`src/rtl/dpot_pkg.sv`:
```
// Shared constants and types for the wiper-control slave.
// Assumes a byte-wide bus and a 2-bit channel select field in the instruction byte.
package dpot_pkg;
    localparam int BYTE_W = 8;
    localparam int SEL_W  = 2;
    localparam int NCH    = 1 << SEL_W;
    localparam int CNT_W  = 4;
    localparam logic [4:0] DEV_PREFIX = 5'b01011;

    typedef enum logic [2:0] {
        ST_IDLE,
        ST_ADDR,
        ST_INSTR,
        ST_DATA,
        ST_SKIP
    } xfer_st_t;
endpackage

```
`src/rtl/dpot_line_sync.sv`:
```
// Synchronises the raw SCL/SDA pads into the clock domain and detects
// SCL edges plus bus start and stop events.
// Assumes the bus is much slower than clk, so each level lasts several cycles.
module dpot_line_sync #(
    parameter int STAGES = 2
) (
    input  logic clk,
    input  logic rst_n,
    input  logic scl_in,
    input  logic sda_in,
    output logic scl_s,
    output logic sda_s,
    output logic scl_rise,
    output logic scl_fall,
    output logic start_det,
    output logic stop_det
);
    logic [STAGES-1:0] scl_sh;
    logic [STAGES-1:0] sda_sh;
    logic              scl_d;
    logic              sda_d;

    // Metastability chain and one-cycle history; idle bus level is high.
    always_ff @(posedge clk) begin
        if (!rst_n) begin
            scl_sh <= '1;
            sda_sh <= '1;
            scl_d  <= 1'b1;
            sda_d  <= 1'b1;
        end else begin
            scl_sh <= {scl_sh[STAGES-2:0], scl_in};
            sda_sh <= {sda_sh[STAGES-2:0], sda_in};
            scl_d  <= scl_sh[STAGES-1];
            sda_d  <= sda_sh[STAGES-1];
        end
    end

    // Edge and bus-condition decode from the current and previous samples.
    always_comb begin
        scl_s     = scl_sh[STAGES-1];
        sda_s     = sda_sh[STAGES-1];
        scl_rise  = scl_s & ~scl_d;
        scl_fall  = ~scl_s & scl_d;
        start_det = scl_s & scl_d & sda_d & ~sda_s;
        stop_det  = scl_s & scl_d & ~sda_d & sda_s;
    end
endmodule

```
`src/rtl/dpot_byte_engine.sv`:
```
// Bit counter, shift register and transaction state machine. Emits one-cycle
// pulses when a complete instruction byte or data byte has arrived, and drives
// the acknowledge enable through the ninth clock.
// Assumes the synchronised edges and conditions come from dpot_line_sync.
module dpot_byte_engine
    import dpot_pkg::*;
(
    input  logic              clk,
    input  logic              rst_n,
    input  logic              scl_rise,
    input  logic              scl_fall,
    input  logic              start_det,
    input  logic              stop_det,
    input  logic              sda_s,
    input  logic [1:0]        addr_pins,
    output logic              sda_oe,
    output logic [BYTE_W-1:0] rx_byte,
    output logic              instr_valid,
    output logic              data_valid,
    output logic [CNT_W-1:0]  bit_cnt
);
    localparam logic [CNT_W-1:0] LAST_BIT = CNT_W'(BYTE_W - 1);
    localparam logic [CNT_W-1:0] ACK_SLOT = CNT_W'(BYTE_W);

    xfer_st_t          state;
    xfer_st_t          next_q;
    xfer_st_t          next_c;
    logic [BYTE_W-2:0] shreg;
    logic [BYTE_W-1:0] byte_c;
    logic              ack_q;
    logic              ack_c;
    logic              in_ack;
    logic [6:0]        own_addr;

    // Decide acknowledge and follow-on state for the byte completing now.
    always_comb begin
        own_addr = {DEV_PREFIX, addr_pins};
        byte_c   = {shreg, sda_s};
        ack_c    = 1'b0;
        next_c   = ST_SKIP;
        unique case (state)
            ST_ADDR: begin
                ack_c  = (byte_c[7:1] == own_addr);
                next_c = (ack_c && !byte_c[0]) ? ST_INSTR : ST_SKIP;
            end
            ST_INSTR: begin
                ack_c  = 1'b1;
                next_c = ST_DATA;
            end
            ST_DATA: begin
                ack_c  = 1'b1;
                next_c = ST_SKIP;
            end
            default: begin
                ack_c  = 1'b0;
                next_c = ST_SKIP;
            end
        endcase
    end

    // Transaction sequencing: bit capture, acknowledge slot and byte hand-off.
    always_ff @(posedge clk) begin
        if (!rst_n) begin
            state       <= ST_IDLE;
            next_q      <= ST_IDLE;
            shreg       <= '0;
            bit_cnt     <= '0;
            ack_q       <= 1'b0;
            in_ack      <= 1'b0;
            sda_oe      <= 1'b0;
            rx_byte     <= '0;
            instr_valid <= 1'b0;
            data_valid  <= 1'b0;
        end else begin
            instr_valid <= 1'b0;
            data_valid  <= 1'b0;
            if (start_det) begin
                state   <= ST_ADDR;
                bit_cnt <= '0;
                in_ack  <= 1'b0;
                sda_oe  <= 1'b0;
            end else if (stop_det) begin
                state   <= ST_IDLE;
                bit_cnt <= '0;
                in_ack  <= 1'b0;
                sda_oe  <= 1'b0;
            end else if (state != ST_IDLE) begin
                if (scl_rise && bit_cnt < ACK_SLOT) begin
                    shreg   <= byte_c[BYTE_W-2:0];
                    bit_cnt <= bit_cnt + 1'b1;
                    if (bit_cnt == LAST_BIT) begin
                        rx_byte     <= byte_c;
                        ack_q       <= ack_c;
                        next_q      <= next_c;
                        instr_valid <= (state == ST_INSTR);
                        data_valid  <= (state == ST_DATA);
                    end
                end
                if (scl_fall) begin
                    if (in_ack) begin
                        in_ack  <= 1'b0;
                        sda_oe  <= 1'b0;
                        bit_cnt <= '0;
                        state   <= next_q;
                    end else if (bit_cnt == ACK_SLOT) begin
                        in_ack <= 1'b1;
                        sda_oe <= ack_q;
                    end
                end
            end
        end
    end
endmodule

```
`src/rtl/dpot_chan_bank.sv`:
```
// Per-channel wiper codes and shutdown flags, the shared command latch and
// the logic outputs. Applies instruction and data pulses from the byte engine.
// Assumes instr_valid and data_valid are single-cycle and mutually exclusive.
module dpot_chan_bank
    import dpot_pkg::*;
(
    input  logic                  clk,
    input  logic                  rst_n,
    input  logic                  instr_valid,
    input  logic                  data_valid,
    input  logic [BYTE_W-1:0]     rx_byte,
    input  logic                  shdn_n,
    output logic [NCH*BYTE_W-1:0] wiper_code,
    output logic [NCH-1:0]        chan_off,
    output logic [1:0]            gpo
);
    localparam logic [BYTE_W-1:0] MIDSCALE = BYTE_W'(1) << (BYTE_W - 1);

    logic [SEL_W-1:0] sel_q;
    logic             mid_q;

    // Latch the channel select and mid-scale flag and the logic outputs from the instruction.
    always_ff @(posedge clk) begin
        if (!rst_n) begin
            sel_q <= '0;
            mid_q <= 1'b0;
            gpo   <= 2'b00;
        end else if (instr_valid) begin
            sel_q <= rx_byte[6:5];
            mid_q <= rx_byte[4];
            gpo   <= {rx_byte[2], rx_byte[1]};
        end
    end

    for (genvar c = 0; c < NCH; c++) begin : g_chan
        logic [BYTE_W-1:0] code_q;
        logic              sd_q;

        // Channel state: mid-scale overwrite, data load, and shutdown flag.
        always_ff @(posedge clk) begin
            if (!rst_n) begin
                code_q <= MIDSCALE;
                sd_q   <= 1'b0;
            end else if (instr_valid && rx_byte[6:5] == SEL_W'(c)) begin
                sd_q <= rx_byte[3];
                if (rx_byte[4]) begin
                    code_q <= MIDSCALE;
                end
            end else if (data_valid && sel_q == SEL_W'(c) && !mid_q) begin
                code_q <= rx_byte;
            end
        end

        // Outputs: stored code, and shutdown merged with the global pin.
        always_comb begin
            wiper_code[c*BYTE_W +: BYTE_W] = code_q;
            chan_off[c]                    = sd_q | ~shdn_n;
        end
    end
endmodule

```
`src/rtl/dpot_i2c_slave.sv`:
```
// Top of the wiper-control slave: line synchroniser, byte engine and channel bank.
// Assumes an external open-drain pad that pulls SDA low while sda_oe is 1.
module dpot_i2c_slave
    import dpot_pkg::*;
#(
    parameter int SYNC_STAGES = 2
) (
    input  logic                  clk,
    input  logic                  rst_n,
    input  logic                  scl_in,
    input  logic                  sda_in,
    input  logic [1:0]            addr_pins,
    input  logic                  shdn_n,
    output logic                  sda_oe,
    output logic [NCH*BYTE_W-1:0] wiper_code,
    output logic [NCH-1:0]        chan_off,
    output logic [1:0]            gpo
);
    logic              scl_s;
    logic              sda_s;
    logic              scl_rise;
    logic              scl_fall;
    logic              start_det;
    logic              stop_det;
    logic [BYTE_W-1:0] rx_byte;
    logic              instr_valid;
    logic              data_valid;
    logic [CNT_W-1:0]  bit_cnt;

    dpot_line_sync #(.STAGES(SYNC_STAGES)) u_sync (
        .clk       (clk),
        .rst_n     (rst_n),
        .scl_in    (scl_in),
        .sda_in    (sda_in),
        .scl_s     (scl_s),
        .sda_s     (sda_s),
        .scl_rise  (scl_rise),
        .scl_fall  (scl_fall),
        .start_det (start_det),
        .stop_det  (stop_det)
    );

    dpot_byte_engine u_engine (
        .clk         (clk),
        .rst_n       (rst_n),
        .scl_rise    (scl_rise),
        .scl_fall    (scl_fall),
        .start_det   (start_det),
        .stop_det    (stop_det),
        .sda_s       (sda_s),
        .addr_pins   (addr_pins),
        .sda_oe      (sda_oe),
        .rx_byte     (rx_byte),
        .instr_valid (instr_valid),
        .data_valid  (data_valid),
        .bit_cnt     (bit_cnt)
    );

    dpot_chan_bank u_bank (
        .clk         (clk),
        .rst_n       (rst_n),
        .instr_valid (instr_valid),
        .data_valid  (data_valid),
        .rx_byte     (rx_byte),
        .shdn_n      (shdn_n),
        .wiper_code  (wiper_code),
        .chan_off    (chan_off),
        .gpo         (gpo)
    );
endmodule

```
`config.mk`:
```
export PLATFORM = sky130hd
export DESIGN_NAME = dpot_i2c_slave
export DESIGN_NICKNAME = d
export VERILOG_FILES = /design/src/rtl/dpot_pkg.sv /design/src/rtl/dpot_line_sync.sv /design/src/rtl/dpot_byte_engine.sv /design/src/rtl/dpot_chan_bank.sv /design/src/rtl/dpot_i2c_slave.sv
export SDC_FILE = /design/constraint.sdc
export NUM_CORES = 1
export LEC_CHECK = 0
export ABC_AREA = 1
export BUFFER_PORTS_ARGS = -buffer_cell sky130_fd_sc_hd__buf_2
export CAP_MARGIN = 0
export CORE_MARGIN = 3
export CORE_UTILIZATION = 50
export CTS_CLUSTER_SIZE = 16
export DETAILED_ROUTE_END_ITERATION = 8
export PLACE_DENSITY_LB_ADDON = 0.25
export SETUP_SLACK_MARGIN = 0.02
export SLEW_MARGIN = 15
export SYNTH_ARGS = -nofsm -noshare
export SYNTH_HDL_FRONTEND = slang
export SYNTH_SLANG_ARGS = --single-unit
```
`constraint.sdc`:
```
create_clock -name clk -period 1.3 [get_ports clk]
set_clock_uncertainty 0.15 [all_clocks]
set_input_delay 0.065 -clock clk [delete_from_list [all_inputs] [get_ports clk]]
set_output_delay 0.065 -clock clk [all_outputs]
set_load 0.05 [all_outputs]
```
Word level (Yosys, flattened, before mapping)
Index checks and enable logic that the tools add are counted.
- output and inout bits: 39
- bits in registers: 77
- input port bits: 7
- equality and inequality tests: 16
- $add $sub $neg: 1
- multiplexer cells: 24
- reductions and logical operators: 40
- bitwise gates (word level): 22
- $lt $le $gt $ge: 1
- operator list (kind ; count):
    8-bit two-way mux ; 9
    1-bit logical AND ; 14
    4-bit two-way mux ; 3
    3-bit nonzero test ; 4
    1-bit NOT ; 11
    2-bit AND reduction ; 5
    2-bit nonzero test ; 5
    1-bit two-way mux ; 9
    3-bit AND reduction ; 3
    2-bit == test, second input constant ; 4
    2-bit != test, second input constant ; 4
    1-bit AND ; 7
    7-bit by 6-bit == test with 1-bit output ; 1
    3-bit by 2-bit == test with 1-bit output, second input constant ; 2
    3-bit case mux with 2 select lines ; 1
    6-bit OR reduction ; 1
    5-bit AND reduction ; 1
    4-bit by 1-bit adder with 4-bit output, second input constant ; 1
    2-bit by 1-bit == test with 1-bit output, second input constant ; 2
    4-bit by 3-bit == test with 1-bit output, second input constant ; 1
    4-bit == test, second input constant ; 1
    2-bit zero test ; 2
    4-bit < comparator, second input constant ; 1
    1-bit OR ; 4
    7 further kinds ; 8

Logic depth before layout (Yosys ltp)
- depth after elaboration: 6
- depth in mapped cells: 8

Hierarchy
Synthesis repeated with hierarchy kept, for this count alone.
- cell total of the unflattened synthesis: 419
- area total of the unflattened synthesis: 3244.4 um^2
- by module, submodules not included (module ; sequential area each (um^2) ; cells an instance ; area each (um^2) ; instances):
    dpot_chan_bank ; 820.8 ; 206 ; 1690.4 ; 1
    dpot_byte_engine ; 600.6 ; 186 ; 1355.0 ; 1
    dpot_line_sync ; 120.1 ; 27 ; 198.9 ; 1

Least setup slack after synthesis
OpenSTA, ideal clock, no wires.
- path type: flip-flop to flip-flop
- from: reg u_engine.bit_cnt[0]
- to: reg u_engine.rx_byte[7]
- data required time: 1.034 ns
- cell stages (with the launch flop): 8
- path buffers: 1
- path slack: -0.065 ns
- arrival time: 1.099 ns
- path through: dfxtp_1 -> ha_1 -> nand3_1 -> nor2_1 -> nand2_1 -> buf_2 -> o21ai_0 -> nor2_1
- cells in the longest elaborated chain, start to end: 3
- ends and longest elaborated chain (item ; RTL line ; RTL):
    from (decl) ; dpot_byte_engine.sv:20 ; output logic [CNT_W-1:0] bit_cnt
    from (signal assigned) ; dpot_byte_engine.sv:90 ; bit_cnt <= bit_cnt + 1'b1;
    4-bit < comparator ; dpot_byte_engine.sv:88 ; if (scl_rise && bit_cnt < ACK_SLOT) begin
    1-bit logical AND ; dpot_byte_engine.sv:88 ;
    5-bit AND reduction (no line) * ; - ;
    to (signal assigned) ; dpot_byte_engine.sv:92 ; rx_byte <= byte_c;
    to (decl) ; dpot_byte_engine.sv:17 ; output logic [BYTE_W-1:0] rx_byte,
Mark *: on every way between the ends. The rest lies on a longest branch, timed or not.
A chain may end at the register's enable or synchronous reset.

Final worst setup path
- from: reg u_sync.scl_d
- to: reg u_engine.next_q[0]
- cells in the longest elaborated chain, start to end: 5
- ends and longest elaborated chain (item ; RTL line ; RTL):
    from (decl) ; dpot_line_sync.sv:20 ; logic scl_d;
    from (signal assigned) ; dpot_line_sync.sv:33 ; scl_d <= scl_sh[STAGES-1];
    1-bit AND ; dpot_line_sync.sv:44, dpot_line_sync.sv:45 ;
    1-bit AND, on equally long branches (2 in series) ; dpot_line_sync.sv:45, dpot_line_sync.sv:44 ;
    1-bit NOT (no line) ; - ;
    5-bit AND reduction (no line) * ; - ;
    to (signal assigned) ; dpot_byte_engine.sv:94 ; next_q <= next_c;
    to (decl) ; dpot_byte_engine.sv:26 ; xfer_st_t next_q;
Marked as above.

==> results.ini <==
[finish]
diodes=0
final_cell_mix=61 x dfxtp_1, 45 x nand2_1, 45 x buf_2, 32 x buf_4, 27 x a21oi_2
final_nets=503
finalNonFillerCells=571
fin_area_um2=4700
area_growth_syn_to_layout_pct=54.6
drive_gt1_frac=0.577
final_common_cell=dfxtp_1
fillers=304

[floorplanning]
core_um2=5710
rows=27
initial_core_util=0.533
die_y_um=84.0
die_area_um2=7060
die_x_um=84.0
ioPinCount=46

[worst_setup_path]
cp_cell_sequence=nor2_4, nand2_2, nor2_4, nand2_4, clkinv_4, nand2_4, o21ai_1
arrival_ns=1.57
crit_path_start_kind=flop
reg2reg_to=u_engine.next_q[0]
regToRegSetupSlack_ns=-0.16
endpoint_kind=flop
crit_buf_inv=1
crit_fanout=8
worstPathRequired_ns=1.42
r2r_start=u_sync.scl_d
critPathMaxStageDelay_ns=0.39
endpoint=u_engine.next_q[0]
cp.depth=7
path_delay_family=simple AND/OR/NAND/NOR gates
cpMaxStageDelayCell=dfxtp_4
crit_path_start=u_sync.scl_d
ff2ff_path_depth=7
crit_type=reg -> reg

[synthesis]
synth_ff_type=dfxtp_1
netlist_area_um2=3040
synthArstFlopShare=0
synth.distinct_cells=24
ys_warn_count=0
syn-num-nets=402
ys_seq_area_frac=0.507
syn_area_per_cell_um2=7.74
ys_seq_elements=77
synth_edf_count=0
netlist_instances=393

[clocking]
cts_tree=yes
clockRootBuffer=clkbuf_8
cts_buffers=9
clk_latency_ns=0.35
cts_num_sinks=77
htreeDepth=3
clk_pin_slew_worst_paths_ns=0.08
clk_path_buf_depth=2

[placement]
dp_cells=542
hpwl_um=5320
dpl_cell_area_um2=3650
port-buffer-count=45
place.gp.congestion=0.818

[outcome]
status=complete, but fails checks
violations=negative setup slack

[timing]
max_freq_ghz=0.686
max_slew_margin=0.718
hold_viol_final=0
finalSetupViolations=59
rsz0062_at_grt=yes
post-route-min-period_ns=1.46
slew_viol_final=0
tightest_slew_ns=0.423
setup_slack_ns=-0.157
period_share=1.12

[routing]
first_pass_iters=4
drc_errors=0
viasPerCell=5.68
wl_um=10200
drt-initial-drc-count=248
wl_per_cell_um=17.8
ant_nets=0
via_count=3246

[global_routing]
grt_max_degree=23
grt_pass1_wl_um=13400
overflow=0
track_usage=0.233
antenna_found_initial=0
grt_pass1_vias=2902

[pwr]
peakVddDrop_mv=0.848
p_per_area_nw_per_um2=969
power_leakage_nw=1.83

[job]
maxCapViolations=0

[hold_path]
min_path_type=in -> reg

## registers in the layout, summed over array words and instances (netlist names)
register / count
u_engine.next_q: 3
u_sync.scl_sh: 2
u_bank.mid_q: 1
u_engine.bit_cnt: 4
u_engine.shreg: 7
u_engine.rx_byte: 8
u_bank.g_chan.sd_q: 4
u_sync.sda_d: 1
u_engine.data_valid: 1
u_sync.sda_sh: 2
u_bank.g_chan.code_q: 32
u_engine.ack_q: 1
u_engine.sda_oe: 1
u_bank.gpo: 2
u_sync.scl_d: 1
u_engine.in_ack: 1
u_engine.state: 3
u_bank.sel_q: 2
u_engine.instr_valid: 1
## synth_stat cells, types with 5 or more instances
| library cell | n | area (um^2) |
|---|---|---|
| nor2_4 | 6 | 67.6 |
| nor2_1 | 33 | 124 |
| nand4_1 | 5 | 31.3 |
| o21ai_0 | 23 | 115 |
| a21oi_1 | 49 | 245 |
| clkbuf_1 | 7 | 26.3 |
| nand3_1 | 46 | 230 |
| inv_1 | 34 | 128 |
| nand2_1 | 75 | 282 |
| dfxtp_1 | 77 | 1540 |
| inv_2 | 8 | 30.0 |
| or2_2 | 5 | 31.3 |
## metrics by stage
stage / hold slack, ns / total power, mW / utilization / TNS, ns / setup slack, ns
after floorplan: 0.0216 / 2.52 / - / 0 / 0.00901
after global placement: 0.0996 / 2.59 / 0.640 / -1.87 / -0.0969
after detailed placement: 0.105 / 2.59 / 0.640 / -3.07 / -0.132
after CTS: 0.0856 / 4.45 / 0.741 / -1.56 / -0.0747
after global routing: 0.166 / 4.66 / 0.824 / -6.92 / -0.208
final: 0.0901 / 4.56 / 0.824 / -3.50 / -0.157
## worst min-delay path by stage
stage                             from                 end  slack [ns]  cells past startpoint
after global routing      addr_pins[1]  u_engine.next_q[1]        0.17                      8
after detailed placement        scl_in    u_sync.scl_sh[0]        0.10                      2
after global placement          sda_in    u_sync.sda_sh[0]         0.1                      2
after floorplan                 scl_in    u_sync.scl_sh[0]        0.02                      1
final                     addr_pins[1]  u_engine.next_q[1]        0.09                      8
after CTS                 addr_pins[0]      u_engine.ack_q        0.09                      8
## per-layer routing
layer,part of all wire,global-route usage,vias to the layer above
met3,0.061,0.0444,36
met2,0.50,0.387,166
met4,0.042,0.102,0
li1,-,-,1500
met5,0,0,-
met1,0.40,0.295,1544
## area by class of cell
| cell class | count | area (um^2) | area share |
|---|---|---|---|
| flip-flops and latches | 77 | 1580 | 0.335 |
| well taps | 72 | 90.1 | 0.0192 |
| clock buffers | 12 | 165 | 0.0351 |
| multi-input cells | 265 | 1930 | 0.411 |
| inverters | 43 | 196 | 0.0418 |
| clock inverters | 4 | 45.0 | 0.00958 |
| repair buffers | 98 | 698 | 0.148 |
## power by group
group	switching [mW]	internal [mW]
registers	0.0138	2.36
logic	0.164	0.0899
clock network	0.897	1.04
## tightest hold or removal path: stages
cell     delay [ns]
buf_2          0.09
nand2_1        0.05
nand2_1        0.08
nor2_2         0.06
nand3_2        0.07
nand2_2        0.05
inv_1          0.05
nor2_1         0.03
## what timing repair did
item | CTS | global route
pin swaps | 37 | 41
hold endpoints to repair | 6 | 0
endpoints found under the setup margin | 63 | 65
gates resized for setup | 97 | 125
hold buffers | 3 | 0
buffers inserted | 3 | 4
gates cloned | 1 | 2
## cell families (layout without fill, tap and decap cells)
kind of cell	count (synthesis)	in the layout	synth area share
and+or+nand+nor	182	184	0.285
AOI/OAI and AO/OA	79	79	0.132
DFF	77	77	0.507
buffers and inverters	53	157	0.0683
adders and majority gates	2	2	0.00823
Power figures use the tool's default switching activity.
